### src/rtl/ptw_walker.sv
module ptw_walker #(
  parameter int IDX_W = 10
) (
  input  logic                        clk,
  input  logic                        rst_n,
  input  logic                        req_valid,
  output logic                        req_ready,
  input  logic [2*IDX_W+IDX_W+1:0]    req_vaddr,
  input  logic                        req_write,
  input  logic [2*IDX_W+IDX_W+1:0]    dir_base,
  output logic                        mem_req_valid,
  input  logic                        mem_req_ready,
  output logic [2*IDX_W+IDX_W+1:0]    mem_req_addr,
  input  logic                        mem_rsp_valid,
  input  logic [2*IDX_W+IDX_W+1:0]    mem_rsp_data,
  input  logic                        mem_rsp_err,
  output logic                        res_valid,
  output logic [1:0]                  res_kind,
  output logic [2*IDX_W+IDX_W+1:0]    res_paddr,
  output logic                        res_cache_ovr,
  output logic [4:0]                  res_cache,
  output logic [2*IDX_W+IDX_W+1:0]    res_vaddr,
  output logic                        res_write
);
  localparam int OFF_W = IDX_W + 2;
  localparam int AW    = 2*IDX_W + OFF_W;
  localparam int PN_W  = AW - OFF_W;

  localparam logic [1:0] K_OK  = 2'd0;
  localparam logic [1:0] K_PF  = 2'd1;
  localparam logic [1:0] K_BUS = 2'd2;

  typedef enum logic [2:0] {S_IDLE, S_DREQ, S_DWAIT, S_PREQ, S_PWAIT, S_DONE} st_t;

  st_t             st;
  logic [AW-1:0]   va;
  logic            wr;
  logic [PN_W-1:0] base_pn;
  logic [PN_W-1:0] pt_pn;
  logic [1:0]      kind_q;
  logic [AW-1:0]   paddr_q;
  logic            ovr_q;
  logic [4:0]      cache_q;

  logic entry_ok, perm_ok;
  logic unused_bits;

  assign entry_ok    = mem_rsp_data[0];
  assign perm_ok     = wr ? mem_rsp_data[2] : mem_rsp_data[1];
  assign unused_bits = ^{mem_rsp_data[OFF_W-1:9], dir_base[OFF_W-1:0]};

  assign req_ready     = (st == S_IDLE);
  assign mem_req_valid = (st == S_DREQ) || (st == S_PREQ);
  assign mem_req_addr  = (st == S_DREQ) ? {base_pn, va[AW-1 -: IDX_W], 2'b00}
                                        : {pt_pn, va[OFF_W +: IDX_W], 2'b00};
  assign res_valid     = (st == S_DONE);
  assign res_kind      = kind_q;
  assign res_paddr     = paddr_q;
  assign res_cache_ovr = ovr_q;
  assign res_cache     = cache_q;
  assign res_vaddr     = va;
  assign res_write     = wr;

  always_ff @(posedge clk) begin
    if (!rst_n) begin
      st      <= S_IDLE;
      va      <= '0;
      wr      <= 1'b0;
      base_pn <= '0;
      pt_pn   <= '0;
      kind_q  <= K_OK;
      paddr_q <= '0;
      ovr_q   <= 1'b0;
      cache_q <= '0;
    end else begin
      case (st)
        S_IDLE: if (req_valid) begin
          va      <= req_vaddr;
          wr      <= req_write;
          base_pn <= dir_base[AW-1:OFF_W];
          kind_q  <= K_OK;
          paddr_q <= '0;
          ovr_q   <= 1'b0;
          cache_q <= '0;
          st      <= S_DREQ;
        end
        S_DREQ: if (mem_req_ready) st <= S_DWAIT;
        S_DWAIT: if (mem_rsp_valid) begin
          if (mem_rsp_err) begin
            kind_q <= K_BUS;
            st     <= S_DONE;
          end else if (!entry_ok) begin
            kind_q <= K_PF;
            st     <= S_DONE;
          end else begin
            pt_pn <= mem_rsp_data[AW-1:OFF_W];
            st    <= S_PREQ;
          end
        end
        S_PREQ: if (mem_req_ready) st <= S_PWAIT;
        S_PWAIT: if (mem_rsp_valid) begin
          st <= S_DONE;
          if (mem_rsp_err)               kind_q <= K_BUS;
          else if (!entry_ok || !perm_ok) kind_q <= K_PF;
          else begin
            kind_q  <= K_OK;
            paddr_q <= {mem_rsp_data[AW-1:OFF_W], va[OFF_W-1:0]};
            ovr_q   <= mem_rsp_data[3];
            cache_q <= mem_rsp_data[3] ? mem_rsp_data[8:4] : 5'd0;
          end
        end
        default: st <= S_IDLE;
      endcase
    end
  end
endmodule

### config.mk
export PLATFORM = sky130hd
export DESIGN_NAME = ptw_walker
export DESIGN_NICKNAME = d
export VERILOG_FILES = /design/src/rtl/ptw_walker.sv
export SDC_FILE = /design/constraint.sdc
export NUM_CORES = 1
export LEC_CHECK = 0
export BUFFER_PORTS_ARGS = -buffer_cell sky130_fd_sc_hd__clkbuf_2
export CORE_MARGIN = 3
export CORE_UTILIZATION = 52
export CTS_CLUSTER_DIAMETER = 80
export DETAILED_ROUTE_END_ITERATION = 8
export GPL_TIMING_DRIVEN = 1
export PLACE_DENSITY = 0.95
export REMOVE_ABC_BUFFERS = 1
export SKIP_LAST_GASP = 1
export SLEW_MARGIN = 40
export SYNTH_ARGS = -nofsm -noshare
export SYNTH_HDL_FRONTEND = slang
export SYNTH_SLANG_ARGS = --single-unit
### constraint.sdc
create_clock -name clk -period 3.8 [get_ports clk]
set_clock_uncertainty 0.15 [all_clocks]
set_input_delay 0.38 -clock clk [delete_from_list [all_inputs] [get_ports clk]]
set_output_delay 0.38 -clock clk [all_outputs]
set_load 0.02 [all_outputs]
==> reports/results.txt <==
Status: finished, final reports clean
Die width: 105 um
Netlist cell types: 35
DR pass1 iterations: 7
Placed insts: 859
# setup viols final: 0
Maxcap violations: 0
Via count: 5196
Leak: 3.18 nW
Total CTS buffers: 17
Hold Vio Cnt, Final: 0
Main combinational cell family by area after synthesis: compound AO/OA/AOI/OAI gates
Design Area, Final: 0.00739 mm2
FF/Latch Area: 0.00232 mm2
Yosys warnings: 0
Xor and xnor area share after synthesis: 0%
Synth Flop Type: dfxtp_1
Min-delay worst type: in -> reg
Worst path required time: 3.27 ns
Min-delay src: mem_rsp_err
Max Fanout on Critical Path: 30
DP Worst Slack: 1.27 ns
Final Non-Filler Cells: 967
Fin. max-slew vios: 0
First-pass GRT wire length: 26900 um
Slowest CP cell: dfxtp_1
Clk_lat worst skew: 0.49 ns
Worst setup EP type: output port
Fraction of the mapped netlist area in adder cells: 0%
Worst Tran Pin Value: 0.730 ns
Max-slew headroom at the worst pin: 51.3%
H-tree levels: 4
Cell Chain, Critical Path: inv_1 > nor3_2 > buf_4 > mux2_2 > clkbuf_2
RSZ-0062 raised after global routing: no
Gr usage total: 30.4%
IO Pins: 211
CORE AREA: 0.00937 mm2
Post-Synth Simple-Gate Area: 19.6%
CTS clk-pin slew, worst paths: 0.06 ns
Remaining antenna violation count: 0
Async SR Flop Fraction: 0%
Syn Std Cell Area: 0.00506 mm2
Num Clock Sinks: 116
CTS tree: built
Setup tns final: 0 ns
Via density per instance: 5.37
Pwr/cell area: 482 mW/mm2
Routability cong.: 0.859
Gr ovfl total: 0
Area grow syn2layout: 46.0%
Max VDD drop: 0.000297 V
Vias in the first global route: 5469
Share of cells above drive strength 1: 35.6%
#FFs+latches synth: 116
Cells after Synth: 578
Multi-input gate area: 0.00253 mm2
Initial Utilization: 54.0%
Row cnt: 35
CP Buf/Inv Count: 3
HPWL Detailed: 8680 um
CP Class: reg -> out
Clock Path Buffers: 2
DR iter-0 viols: 464
PortBufs: 193
Seq/Total Area, Yosys: 45.9%
Nets: 928
Fmax: 327 MHz
Avg Synthesized Cell Area: 8.76 um2
Multiplexer share of the synthesized area: 9.07%
Root Driver: clkbuf_8
Wire per inst: 17.2 um
Most common cell after layout, fill and taps aside: nand2_1
Final cycle utilization of the critical path: 80.6%
PnR Total Power: 3.56 mW
Critical Path Max Stage Delay: 0.65 ns
Fin crit period: 3.06 ns
Initial antenna violation count: 0
Die height: 105 um
CP Launch Point: st[0]$_SDFFE_PN0P_
CP Launch Type: flop
Critical path data arrival time: 2.53 ns
Diode count: 0
Largest net degree at the start of global routing: 81
DRC viols: 0
Die area: 0.0110 mm2
Compound-Gate Fraction of Synth Area: 20.5%
Post-Route WL: 16700 um
Final WS setup: 0.739 ns
Worst r2r src: st[2]$_SDFFE_PN0P_
Post-synth EDFFs: 0
Most frequent cells in the layout: nand2_1 (225), clkbuf_2 (192), dfxtp_1 (116)
Top delay family on crit path: buffers and inverters
CTS resizes: 0
Fillers: 566
Post-place instance area: 0.00603 mm2
-- power breakdown --
group          switching (mW)  internal (mW)  total (mW)
Combinational           0.376          0.250       0.626
Clock                   0.562           1.03        1.60
Sequential             0.0586           1.28        1.34
-- cell usage after synthesis, types with 2 or more instances --
cell type | n | area, um2
a21oi_1 | 2 | 10.0
o22ai_1 | 3 | 18.8
buf_4 | 5 | 37.5
clkbuf_1 | 25 | 93.8
a21boi_0 | 74 | 556
nor2b_1 | 5 | 31.3
dfxtp_1 | 116 | 2320
nand3_1 | 3 | 15.0
buf_2 | 15 | 75.1
nor3_1 | 3 | 15.0
and2_1 | 3 | 18.8
nand2_1 | 226 | 848
mux2_2 | 30 | 338
buf_6 | 3 | 33.8
mux2i_1 | 11 | 110
o22ai_2 | 30 | 375
inv_1 | 2 | 7.51
nor2_1 | 5 | 18.8
-- cell type report --
| type | instances | share of cell area (%) |
|---|---|---|
| inverters | 2 | 0.102 |
| clock buffers | 20 | 6.02 |
| repair buffers | 275 | 24.0 |
| well taps | 129 | 2.18 |
| multi-input cells | 413 | 34.2 |
| clock inverters | 12 | 2.08 |
| flip-flops and latches | 116 | 31.4 |
-- cell families after synthesis --
| logic type | Yosys count |
|---|---|
| compound gates | 118 |
| simple gates | 251 |
| other cells | 1 |
| buf+inv | 50 |
| flops | 116 |
| mux | 42 |
-- sequential cells by signal, summed over array words and instances, names as in the netlist --
name / count
res_paddr: 32
res_vaddr: 32
base_pn: 20
pt_pn: 20
res_cache: 5
st: 3
res_kind: 2
res_cache_ovr: 1
res_write: 1
-- final timing paths --
check                                             endpoint  slack [ns]  cells after the start
worst max-delay path                      mem_req_addr[31]        0.74                      5
worst min-delay path              res_kind[1]$_SDFFE_PN0P_        0.04                      3
worst max register to register  res_vaddr[20]$_SDFFE_PN0P_        1.37                      4
worst min register to register     base_pn[1]$_SDFFE_PN0P_        0.32                      2
-- per-layer routing --
layer / part of all wire, % / GRT usage (%)
met1: 38 / 32.8
met2: 51 / 55.0
met3: 7.4 / 8.89
met4: 3.3 / 13.0
met5: 0 / 0
-- stage by stage --
step                      hold slack, ns  utilization [%]
after floorplan                    0.290                -
after global placement             0.292             64.3
after detailed placement           0.308             64.4
after CTS                       0.000154             78.9
after global routing             0.00530             78.9
final                             0.0359             78.9
-- repair_timing --
action                    4_1_cts  5_1_grt
hold buffers                   76        0
setup buffers                   0        0
hold endpoints to repair       92        0
-- worst reg2reg max path: stages, from the launching register on --
cell and delay (ns):
dfxtp_1 0.48, nor3_1 0.53, and2_4 0.65, nand2_1 0.16, a21boi_0 0.33
No activity file was read; power rests on OpenSTA's default activity.
